--- src/rtl/irq_arb_pkg.sv ---
package irq_arb_pkg;
  typedef enum logic {LVL_TWO = 1'b0, LVL_ONE = 1'b1} irq_level_e;
endpackage

--- src/rtl/irq_chain_pick.sv ---
module irq_chain_pick #(
  parameter int NSRC = 8,
  localparam int IDXW = (NSRC > 1) ? $clog2(NSRC) : 1
) (
  input  logic [NSRC-1:0] elig,
  output logic            any,
  output logic [IDXW-1:0] idx
);
  function automatic logic [IDXW-1:0] lowest_set(input logic [NSRC-1:0] v);
    logic [IDXW-1:0] r;
    r = '0;
    for (int i = NSRC-1; i >= 0; i--) begin
      if (v[i]) r = IDXW'(i);
    end
    return r;
  endfunction

  assign any = |elig;
  assign idx = lowest_set(elig);
endmodule

--- src/rtl/irq_level_select.sv ---
module irq_level_select #(
  parameter int NSRC = 8,
  localparam int IDXW = (NSRC > 1) ? $clog2(NSRC) : 1
) (
  input  logic            hi_any,
  input  logic [IDXW-1:0] hi_idx,
  input  logic            lo_any,
  input  logic [IDXW-1:0] lo_idx,
  output logic            any,
  output logic [IDXW-1:0] idx,
  output logic            level
);
  import irq_arb_pkg::*;
  assign any   = hi_any | lo_any;
  assign idx   = hi_any ? hi_idx : lo_idx;
  assign level = hi_any ? LVL_ONE : LVL_TWO;
endmodule

--- src/rtl/irq_take_reg.sv ---
module irq_take_reg #(
  parameter int NSRC = 8,
  localparam int IDXW = (NSRC > 1) ? $clog2(NSRC) : 1
) (
  input  logic            clk,
  input  logic            rst_n,
  input  logic            insn_done,
  input  logic            ack,
  input  logic            cand_any,
  input  logic [IDXW-1:0] cand_idx,
  input  logic            cand_level,
  output logic            grant_ev,
  output logic            take,
  output logic [IDXW-1:0] win_idx,
  output logic            win_level
);
  assign grant_ev = !take && insn_done && cand_any;

  always_ff @(posedge clk or negedge rst_n) begin
    if (!rst_n) begin
      take      <= 1'b0;
      win_idx   <= '0;
      win_level <= 1'b0;
    end else if (grant_ev) begin
      take      <= 1'b1;
      win_idx   <= cand_idx;
      win_level <= cand_level;
    end else if (take && ack) begin
      take      <= 1'b0;
    end
  end
endmodule

--- src/rtl/irq_two_level_arb.sv ---
module irq_two_level_arb #(
  parameter int NSRC = 8,
  localparam int IDXW = (NSRC > 1) ? $clog2(NSRC) : 1
) (
  input  logic            clk,
  input  logic            rst_n,
  input  logic [NSRC-1:0] req,
  input  logic [NSRC-1:0] src_en,
  input  logic [NSRC-1:0] chain_sel,
  input  logic            glb_en_hi,
  input  logic            glb_en_lo,
  input  logic            insn_done,
  input  logic            ack,
  output logic            take,
  output logic [IDXW-1:0] win_idx,
  output logic            win_level
);
  logic [NSRC-1:0] live;
  logic [NSRC-1:0] hi_vec, lo_vec;
  logic [1:0]      ch_any;
  logic [IDXW-1:0] ch_idx [2];
  logic            hi_any, lo_any, cand_any, cand_level, grant_ev;
  logic [IDXW-1:0] cand_idx;

  assign live   = req & src_en;
  assign hi_vec = live &  chain_sel & {NSRC{glb_en_hi}};
  assign lo_vec = live & ~chain_sel & {NSRC{glb_en_lo}};

  for (genvar c = 0; c < 2; c++) begin : g_chain
    irq_chain_pick #(.NSRC(NSRC)) u_pick (
      .elig (c == 1 ? hi_vec : lo_vec),
      .any  (ch_any[c]),
      .idx  (ch_idx[c])
    );
  end

  assign hi_any = ch_any[1];
  assign lo_any = ch_any[0];

  irq_level_select #(.NSRC(NSRC)) u_sel (
    .hi_any (hi_any),
    .hi_idx (ch_idx[1]),
    .lo_any (lo_any),
    .lo_idx (ch_idx[0]),
    .any    (cand_any),
    .idx    (cand_idx),
    .level  (cand_level)
  );

  irq_take_reg #(.NSRC(NSRC)) u_take (
    .clk        (clk),
    .rst_n      (rst_n),
    .insn_done  (insn_done),
    .ack        (ack),
    .cand_any   (cand_any),
    .cand_idx   (cand_idx),
    .cand_level (cand_level),
    .grant_ev   (grant_ev),
    .take       (take),
    .win_idx    (win_idx),
    .win_level  (win_level)
  );
endmodule

--- config.mk ---
export PLATFORM = sky130hd
export DESIGN_NAME = irq_two_level_arb
export DESIGN_NICKNAME = d
export VERILOG_FILES = /design/src/rtl/irq_arb_pkg.sv /design/src/rtl/irq_chain_pick.sv /design/src/rtl/irq_level_select.sv /design/src/rtl/irq_take_reg.sv /design/src/rtl/irq_two_level_arb.sv
export SDC_FILE = /design/constraint.sdc
export NUM_CORES = 1
export LEC_CHECK = 0
export BUFFER_PORTS_ARGS = -buffer_cell sky130_fd_sc_hd__buf_2
export CAP_MARGIN = 20
export CORE_AREA = 2 2 41 43
export CTS_CLUSTER_SIZE = 30
export DETAILED_ROUTE_END_ITERATION = 8
export DIE_AREA = 0 0 43 45
export PLACE_DENSITY = 0.85
export SETUP_SLACK_MARGIN = 0.3
export SLEW_MARGIN = 20
export SYNTH_ARGS = -nofsm -noshare
export SYNTH_HDL_FRONTEND = slang
export SYNTH_HIERARCHICAL = 1
export SYNTH_SLANG_ARGS = --single-unit
--- constraint.sdc ---
create_clock -name clk -period 1.35 [get_ports clk]
set_input_delay 0.135 -clock clk [delete_from_list [all_inputs] [get_ports clk]]
set_output_delay 0.135 -clock clk [all_outputs]
set_load 0.01 [all_outputs]
**Yosys cells after proc, flatten, opt, wreduce, memory -nomap -nowiden**

Index checks and enable logic that the tools add are counted.

- Flip-flop bits (word level): 5
- Bits in latches: 0
- RAM bits: 0
- Memory bits (read-only): 0
- Output and inout port bits: 5
- Logic and storage cells: 37
- Memories: 0

- $add $sub $neg: 0
- Multiply operators: 0
- Divide/modulo/power cells: 0
- Magnitude comparators: 0
- Equal/unequal tests: 0
- Shifts and indexed selects: 0
- Mux-type cells: 20
- Bitwise operators: 7
- Reductions and logical operators: 7

Operators by type and width:

| cell | number |
|---|---|
| $mux 3 | 17 |
| $and 8x8->8 | 5 |
| $reduce_or 8->1 | 2 |
| $not 8->8 | 1 |
| $logic_and 1x1->1 | 3 |
| $mux 1 | 3 |
| $reduce_bool 2->1 | 1 |
| $logic_not 1->1 | 1 |
| $or 1x1->1 | 1 |

**Depth between registers and ports, before layout**

Gate-level depths: netlist of run 1.

- Depth in word-level cells: 12
- Gate-level depth with buffers: 6
- Depth with buffers taken out: 6

**Hierarchy**

Netlist of run 1, hierarchy kept.

By module, submodules not included:

| module | instances | cells each | area each (um^2) | seq. area each (um^2) |
|---|---|---|---|---|
| irq_take_reg | 1 | 13 | 217.7 | 125.1 |
| irq_chain_pick | 2 | 13 | 81.3 | 0.0 |
| irq_two_level_arb | 1 | 16 | 150.1 | 0.0 |
| irq_level_select | 1 | 5 | 47.5 | 0.0 |

**Worst setup path after synthesis of run 1**

No wires, ideal clock.

- Path type: input-to-reg
- From: input port glb_en_hi
- To: register u_take.win_idx[0]
- Arrival: 1.573 ns
- Path slack: -0.349 ns
- Cell stages on the path: 6
- Cells stage by stage: and4_1 nor4_2 nand3_1 or2_2 nand3b_4 mux2_4

- Elaborated cells on any way between the ends: 13

RTL lines:

| what | RTL line | RTL |
|---|---|---|
| from (decl) | irq_two_level_arb.sv:10 | `input logic glb_en_hi,` |
| $and 8x8->8 | irq_two_level_arb.sv:26 | `assign hi_vec = live & chain_sel & {NSRC{glb_en_hi}};` |
| $reduce_or 8->1 | irq_chain_pick.sv:18 | `assign any = \|elig;` |
| net hi_any | irq_two_level_arb.sv:22 | `logic hi_any, lo_any, cand_any, cand_level, grant_ev;` |
| $or 1x1->1 | irq_level_select.sv:14 | `assign any = hi_any \| lo_any;` |
| net cand_any | irq_two_level_arb.sv:22 |  |
| $logic_and 1x1->1 | irq_take_reg.sv:17 | `assign grant_ev = !take && insn_done && cand_any;` |
| to (signal assigned) | irq_take_reg.sv:26 | `win_idx <= cand_idx;` |
| to (decl) | irq_take_reg.sv:14 | `output logic [IDXW-1:0] win_idx,` |

The timed path passes the listed nets, and every way through them passes these cells.
A chain may end at the register's enable or synchronous reset.

**Worst setup path in the final report of run 1**

- From: input port req[4]
- To: register u_take.win_idx[1]

- Elaborated cells on any way between the ends: 20

RTL lines:

| what | RTL line | RTL |
|---|---|---|
| from (decl) | irq_two_level_arb.sv:7 | `input logic [NSRC-1:0] req,` |
| $and 8x8->8 | irq_two_level_arb.sv:25 | `assign live = req & src_en;` |
| $and 8x8->8 (2 in a row) | irq_two_level_arb.sv:27 | `assign lo_vec = live & ~chain_sel & {NSRC{glb_en_lo}};` |
| net lo_vec[4] | irq_two_level_arb.sv:19 | `logic [NSRC-1:0] hi_vec, lo_vec;` |
| $reduce_or 8->1 | irq_chain_pick.sv:18 |  |
| net lo_any | irq_two_level_arb.sv:22 |  |
| $or 1x1->1 | irq_level_select.sv:14 |  |
| net cand_any | irq_two_level_arb.sv:22 |  |
| $logic_and 1x1->1 | irq_take_reg.sv:17 |  |

The timed path passes the listed nets, and every way through them passes these cells.

==> results of run 1 <==
==> area by class of cell <==
class | instances | area, µm²
Fill cell | 120 | 479
Clock buffer | 4 | 26.3
Tap cell | 16 | 20.0
Multi-Input combinational cell | 50 | 454
Inverter | 3 | 11.3
Sequential cell | 5 | 125
Timing Repair Buffer | 52 | 355
==> metrics by stage <==
step / util (%) / cell area [µm²]
floorplan: - / 582
global placement: 60.1 / 885
detailed placement: 60.1 / 885
CTS: 65.9 / 970
global route: 67.4 / 992
finish: 67.4 / 992
==> placed cells by master (no fill, tap or decap) <==
cell type / n
mux2_4: 4
buf_2: 27
buf_4: 16
nor2_1: 6
inv_1: 3
and4_4: 3
or2_4: 1
clkbuf_4: 3
mux2_2: 3
a21oi_1: 2
clkbuf_1: 1
nor4_4: 1
dfrtp_1: 5
nand3_1: 1
o41ai_1: 2
nor4_2: 1
buf_6: 8
a21boi_0: 2
nand3_2: 1
and4_1: 5
o21bai_1: 2
nand3b_4: 1
nor2b_1: 2
and3b_1: 2
and4b_1: 8
o21ai_0: 3
dlygate4sd3_1: 1
==> power by group through the flow <==
stage	clock network (mW)	logic, mW	registers, mW
4_1_cts	0.176	0.352	0.225
3_3_place_gp	0	0.321	0.227
3_5_place_dp	0	0.332	0.224
6_report	0.173	0.358	0.227
2_1_floorplan	0	0.164	0.248
5_1_grt	0.185	0.389	0.231
==> worst max-delay path by stage <==
stage,from,slack (ns),cells after the start,endpoint
5_1_grt,req[4],-0.18,7,u_take/win_idx[2]$_DFFE_PN0P_
3_5_place_dp,glb_en_lo,-0.40,7,u_take/win_idx[1]$_DFFE_PN0P_
6_report,req[4],-0.12,7,u_take/win_idx[1]$_DFFE_PN0P_
4_1_cts,src_en[6],-0.07,7,u_take/win_idx[2]$_DFFE_PN0P_
2_1_floorplan,glb_en_hi,-0.22,6,u_take/win_idx[0]$_DFFE_PN0P_
3_3_place_gp,glb_en_lo,-0.37,7,u_take/win_level$_DFFE_PN0P_
==> state kept, by name, indices dropped and copies added, names as in the netlist <==
register	cells
u_take/win_idx	3
u_take/win_level	1
u_take/take	1
==> routing by layer <==
layer / vias to the layer above / wire, µm / global-route usage (%)
li1: 351 / - / -
met1: 350 / 770 / 24.9
met2: 19 / 991 / 38.8
met3: 0 / 57 / 5.60
met4: 0 / 0 / 3.03
met5: - / 0 / 0
==> timing repair <==
action,CTS,global route
pin swaps,8,6
endpoints found under the hold margin,5,0
endpoints found under the setup margin,5,5
hold buffers,1,0
gates resized for setup,10,4
buffers inserted,0,1
==> critical path: stages <==
cell and delay [ns]:
buf_6 0.09, and4b_1 0.23, nor4_2 0.33, nand3_1 0.11, or2_4 0.27, nand3b_4 0.12, mux2_4 0.31
==> out/qor_table.md, run 1 <==
| Result | Reported |
|:---|:---|
| Violations in the final reports | setup timing |
| CTS root buf | clkbuf_4 |
| Final worst-path cycle share | 109% |
| Net switching share of the total power | 30.2% |
| Final Setup Violations | 4 |
| Worst reg2reg path endpoint | u_take/win_idx[1]$_DFFE_PN0P_ |
| Max Fanout on Critical Path | 5 |
| Warning count from the yosys run | 6 |
| Post-route non-filler standard cell count | 130 |
| CTS tree | yes |
| Worst hold path cell count | 2 |
| Sw Pwr | 0.229 mW |
| Global-route wire length before repair | 3070 µm |
| Static Leak | 0.547 nW |
| Clock H-tree levels | 1 |
| Clock Tree Buf Depth | 2 |
| Portion of total power attributed to sequential cells | 29.9% |
| Post-route clock skew | 0.00425 ns |
| Skew-Pair Late Insertion Delay | 0.24 ns |
| Number of inserted diodes | 0 |
| Register-to-register setup slack | 0.33 ns |
| Total negative slack for setup checks | -0.455 ns |
| Clk slew on worst S/H paths | 0.05 ns |
| Largest net degree at the start of global routing | 9 |
| Via count | 720 |
| Peak supply drop | 468 µV |
| Worst slack after detailed placement | -0.398 ns |
| Synth Cell Area | 574 µm² |
| Slew margin rel. | 78.5% |
| Core Footprint | 0.00147 mm² |
| Signal arrival time at the worst endpoint | 1.59 ns |
| Average wire per standard cell | 14.0 µm |
| Iter 0 DRT Violations | 12 |
| Worst path setup slack after routing | -0.117 ns |
| Clock sink total | 5 |
| Count of antenna-violating nets left after detailed routing | 0 |
| Proportion of power drawn by combinational gates | 47.3% |
| CP startpoint kind | input pin |
| Total I/O pin count | 35 |
| Post-route DRC | 0 |
| Final hold vios | 0 |
| Total placed cells including tap cells | 124 |
| Max-cap violation count | 0 |
| R2R Path Start | u_take/take$_DFFE_PN0P_ |
| Sum of overflow across all layers after global routing | 0 |
| Ratio of cells with drive above 1 in the final layout | 60.5% |
| Cell Rows | 14 |
| Top achievable clock speed | 682 MHz |
| Height of the chip | 45 µm |
| Via count normalized by instance count | 5.54 |
| Die Outline Area | 0.00194 mm² |
| Weighted congestion at the end of routability-driven global placement | 0.783 |
| Antenna violations before repair | 0 |
| Clock network power share | 22.8% |
| Synthesis-to-layout area growth | 72.8% |
| Critical path type | input pin to flop |
| Count of nets after finishing | 145 |
| Worst hold margin | 0.0834 ns |
| Pin slew with the least headroom to its limit | 0.318 ns |
| Pins over their slew limit | 0 |
| Worst Reg2Reg Path Length in Cells | 2 |
| Total Routed Length | 1820 µm |
| Synthesized area per cell | 9.73 µm² |
| Post-synth net total | 89 |
| Path type of the worst min-delay path | input pin to flop |
| Detailed placer's ending HPWL | 1390 µm |
| Unrepaired setup endpoints after global routing | true |
| Starting density of the core | 39.0% |
| Total Power Consumption | 0.758 mW |
| First-pass detailed-route iteration total | 4 |
| Min Clock Period, post-route | 1.47 ns |
| Internal power | 0.529 mW |
| Number of cells produced by synthesis | 59 |
| Worst hold path endpoint | u_take/take$_DFFE_PN0P_ |
| Status | finished, violations left |
| Startpoint of the worst hold path | ack |
| Required time at the worst-slack endpoint | 1.47 ns |
| Nature of the critical path endpoint | flop |
| Combined global-route utilization of all metal layers | 20.9% |
| Pwr/cell area | 764 mW/mm² |
| Count of buffers from port buffering | 34 |
| Vias in the first global route | 743 |
| Number of CTS-inserted buffers | 3 |
| Die W | 43 µm |
(Power assumes the default switching activity.)
==> run 2: changes to the inputs <==
--- a/config.mk
+++ b/config.mk
@@ -7,11 +7,13 @@
 export LEC_CHECK = 0
 export BUFFER_PORTS_ARGS = -buffer_cell sky130_fd_sc_hd__buf_2
 export CAP_MARGIN = 20
-export CORE_AREA = 2 2 41 43
+export CELL_PAD_IN_SITES_DETAIL_PLACEMENT = 1
+export CELL_PAD_IN_SITES_GLOBAL_PLACEMENT = 2
+export CORE_AREA = 2 2 55 57
 export CTS_CLUSTER_SIZE = 30
 export DETAILED_ROUTE_END_ITERATION = 8
-export DIE_AREA = 0 0 43 45
-export PLACE_DENSITY = 0.85
+export DIE_AREA = 0 0 57 59
+export PLACE_DENSITY = 0.84
 export SETUP_SLACK_MARGIN = 0.3
 export SLEW_MARGIN = 20
 export SYNTH_ARGS = -nofsm -noshare
==> run 2 against run 1 <==
  * The run still ends with setup timing left
  * Total power rose by 3.9%
  * Sequential share of layout area fell by 0.89 points
  * Critical path depth did not move
  * Non-clock buffer count rose by 5
  * Worst setup slack improved by 0.010 ns
  * Fmax rose by 0.69%
  * Final cell count rose by 15%
  * Clock skew fell by 0.0035 ns
  * Final area rose by 7.6%
  * Critical path type unchanged
==> out/qor_table.md, run 2 (synthesized netlist as in run 1, its figures left out) <==
| Result | Reported | Change |
|:---|:---|:---|
| Clock H-tree levels | 1 | unchanged |
| Count of buffers from port buffering | 34 | unchanged |
| First-pass detailed-route iteration total | 4 | unchanged |
| List of cells traversed by the critical path | buf_2, and4_1, nor4_4, nand3_2, or2_4, nand3b_4, mux2_4 |  |
| Final worst-path cycle share | 108% | -0.74 points |
| Static Leak | 0.578 nW | +5.7% |
| Bufs and invs on worst path | 1 | unchanged |
| Sw Pwr | 0.243 mW | +6.0% |
| Post-route non-filler standard cell count | 150 | +15% |
| CTS root buf | clkbuf_4 |  |
| Register containing the most flip-flops in the final layout | u_take/win_idx |  |
| Core Footprint | 0.00271 mm² | +84% |
| Largest registers in the final layout | u_take/win_idx: 3 flops, u_take/take: 1 flops, u_take/win_level: 1 flops |  |
| Pins over their slew limit | 0 | unchanged |
| Largest net degree at the start of global routing | 6 | -3 |
| Net switching share of the total power | 30.9% | +0.61 points |
| Critical path type | input pin to flop |  |
| Starting density of the core | 21.2% | -18 points |
| Post-route DRC | 0 | unchanged |
| Top achievable clock speed | 686 MHz | +0.69% |
| Cell Rows | 19 | +5 |
| Worst slack after detailed placement | -0.428 ns | -0.0297 ns |
| CTS tree | yes |  |
| Skew-Pair Late Insertion Delay | 0.24 ns | about the same |
| Violations in the final reports | setup timing |  |
| Total Routed Length | 2210 µm | +21% |
| Internal power | 0.545 mW | +3.0% |
| Ratio of cells with drive above 1 in the final layout | 67.2% | +6.7 points |
| CP max stage delay | 0.31 ns | -0.02 ns |
| Count of antenna-violating nets left after detailed routing | 0 | unchanged |
| Max Fanout on Critical Path | 5 | unchanged |
| Iter 0 DRT Violations | 8 | -4 |
| Most common cell after layout, fill and taps aside | buf_2 |  |
| Pin slew with the least headroom to its limit | 0.356 ns | +0.0380 ns |
| Total area of sequential cells | 125 µm² | unchanged |
| Average wire per standard cell | 14.7 µm | +5.0% |
| Height of the chip | 59 µm | +31% |
| Number of CTS-inserted buffers | 3 | unchanged |
| Via count normalized by instance count | 4.90 | -12% |
| Via count | 735 | +2.1% |
| Footprint of the multi-input gates | 475 µm² | +4.7% |
| Die W | 57 µm | +33% |
| Combined global-route utilization of all metal layers | 14.7% | -6.2 points |
| Slew margin rel. | 75.9% | -2.6 points |
| Final Setup Violations | 4 | unchanged |
| Cell family with most CP delay | simple AND/OR/NAND/NOR gates |  |
| Clock Tree Buf Depth | 2 | unchanged |
| Clock sink total | 5 | unchanged |
| Number of inserted diodes | 0 | unchanged |
| Weighted congestion at the end of routability-driven global placement | 0.796 | +1.7% |
| Flip-flop count of the largest register after layout | 3 | unchanged |
| FILL cells | 339 | +180% |
| Count of nets after finishing | 150 | +3.4% |
| Min Clock Period, post-route | 1.46 ns | -0.0101 ns |
| Vias in the first global route | 844 | +14% |
| Status | finished, violations left |  |
| Worst path setup slack after routing | -0.107 ns | +0.0101 ns |
| Total placed cells including tap cells | 140 | +13% |
| Clock network power share | 21.5% | -1.3 points |
| Nature of the critical path endpoint | flop |  |
| Proportion of power drawn by combinational gates | 49.4% | +2.1 points |
| Path type of the worst min-delay path | input pin to flop |  |
| Final hold vios | 0 | unchanged |
| Total I/O pin count | 35 | unchanged |
| Unrepaired setup endpoints after global routing | true |  |
| Max-cap violation count | 0 | unchanged |
| Signal arrival time at the worst endpoint | 1.58 ns | about the same |
| Required time at the worst-slack endpoint | 1.47 ns | about the same |
| Clk slew on worst S/H paths | 0.04 ns | about the same |
| Post-route clock skew | 0.000712 ns | -0.00353 ns |
| Synthesis-to-layout area growth | 85.8% |  |
| Antenna violations before repair | 0 | unchanged |
| Pwr/cell area | 738 mW/mm² | -3.4% |
| Peak supply drop | 506 µV | +8.1% |
| Die Outline Area | 0.00336 mm² | +74% |
| CP startpoint kind | input pin |  |
| Detailed placer's ending HPWL | 1830 µm | +31% |
| Fin util | 39.4% | -28 points |
| Global-route wire length before repair | 3790 µm | +23% |
| Most frequent cells in the layout | buf_2, buf_4, and4b_1 |  |
| Portion of total power attributed to sequential cells | 29.0% | -0.9 points |
| Sum of overflow across all layers after global routing | 0 | unchanged |
| Max stage delay cell, worst path | mux2_4 |  |
-- run 2: timing repair --
item	CTS	global route
hold buffers	1	0
pin swaps	11	1
gates cloned	0	0
setup buffers	2	3
gates resized for setup	18	3
setup endpoints to repair	5	5
hold endpoints to repair	5	0
-- run 2: metal layers --
layer  routed length, µm  vias up  GRT usage, %  share of wire, %
met5                   0        -             0                 0
met4                  23        0          5.98               1.0
met3                  48        2          1.31               2.2
met2                1350       16          31.2                61
met1                 778      360          14.2                35
li1                    -      357             -                 -
-- run 2: power by group through the flow --
stage                     logic (mW)  registers, mW  clock network (mW)
after floorplan                0.164          0.248                   0
after global placement         0.329          0.226                   0
after detailed placement       0.342          0.231                   0
after CTS                      0.376          0.231               0.178
after global routing           0.417          0.235               0.197
final                          0.389          0.229               0.170
-- run 2: area by class of cell --
class                      count  share of cell area [%]
clock buffer                   4                    2.46
sequential                     5                    11.7
tap                           31                    3.63
inverter                       3                    1.06
multi-input combinational     50                    44.5
timing repair buffer          57                    36.6
-- run 2: worst paths after layout --
kind | startpoint | to | slack, ns | depth (start not counted)
worst max register to register | u_take/take$_DFFE_PN0P_ | u_take/win_idx[2]$_DFFE_PN0P_ | 0.31 | 2
worst min-delay path | ack | u_take/take$_DFFE_PN0P_ | 0.07 | 2
worst min register to register | u_take/win_idx[0]$_DFFE_PN0P_ | u_take/win_idx[0]$_DFFE_PN0P_ | 0.51 | 1
max in group asynchronous | rst_n | u_take/win_idx[2]$_DFFE_PN0P_ | 0.97 | 2
worst max-delay path | chain_sel[7] | u_take/win_idx[2]$_DFFE_PN0P_ | -0.11 | 7
min in group asynchronous | rst_n | u_take/take$_DFFE_PN0P_ | 0.25 | 2
-- run 2: metrics by stage --
step | power (mW) | instance area [µm²] | setup TNS [ns] | hold slack, ns
6_report | 0.788 | 1070 | -0.412 | 0.0749
3_5_place_dp | 0.573 | 911 | -1.85 | -0.0423
4_1_cts | 0.785 | 1040 | -0.293 | 0.0980
5_1_grt | 0.850 | 1070 | -0.592 | 0.0588
2_1_floorplan | 0.412 | 582 | -0.909 | -0.161
3_3_place_gp | 0.555 | 911 | -1.76 | -0.0507
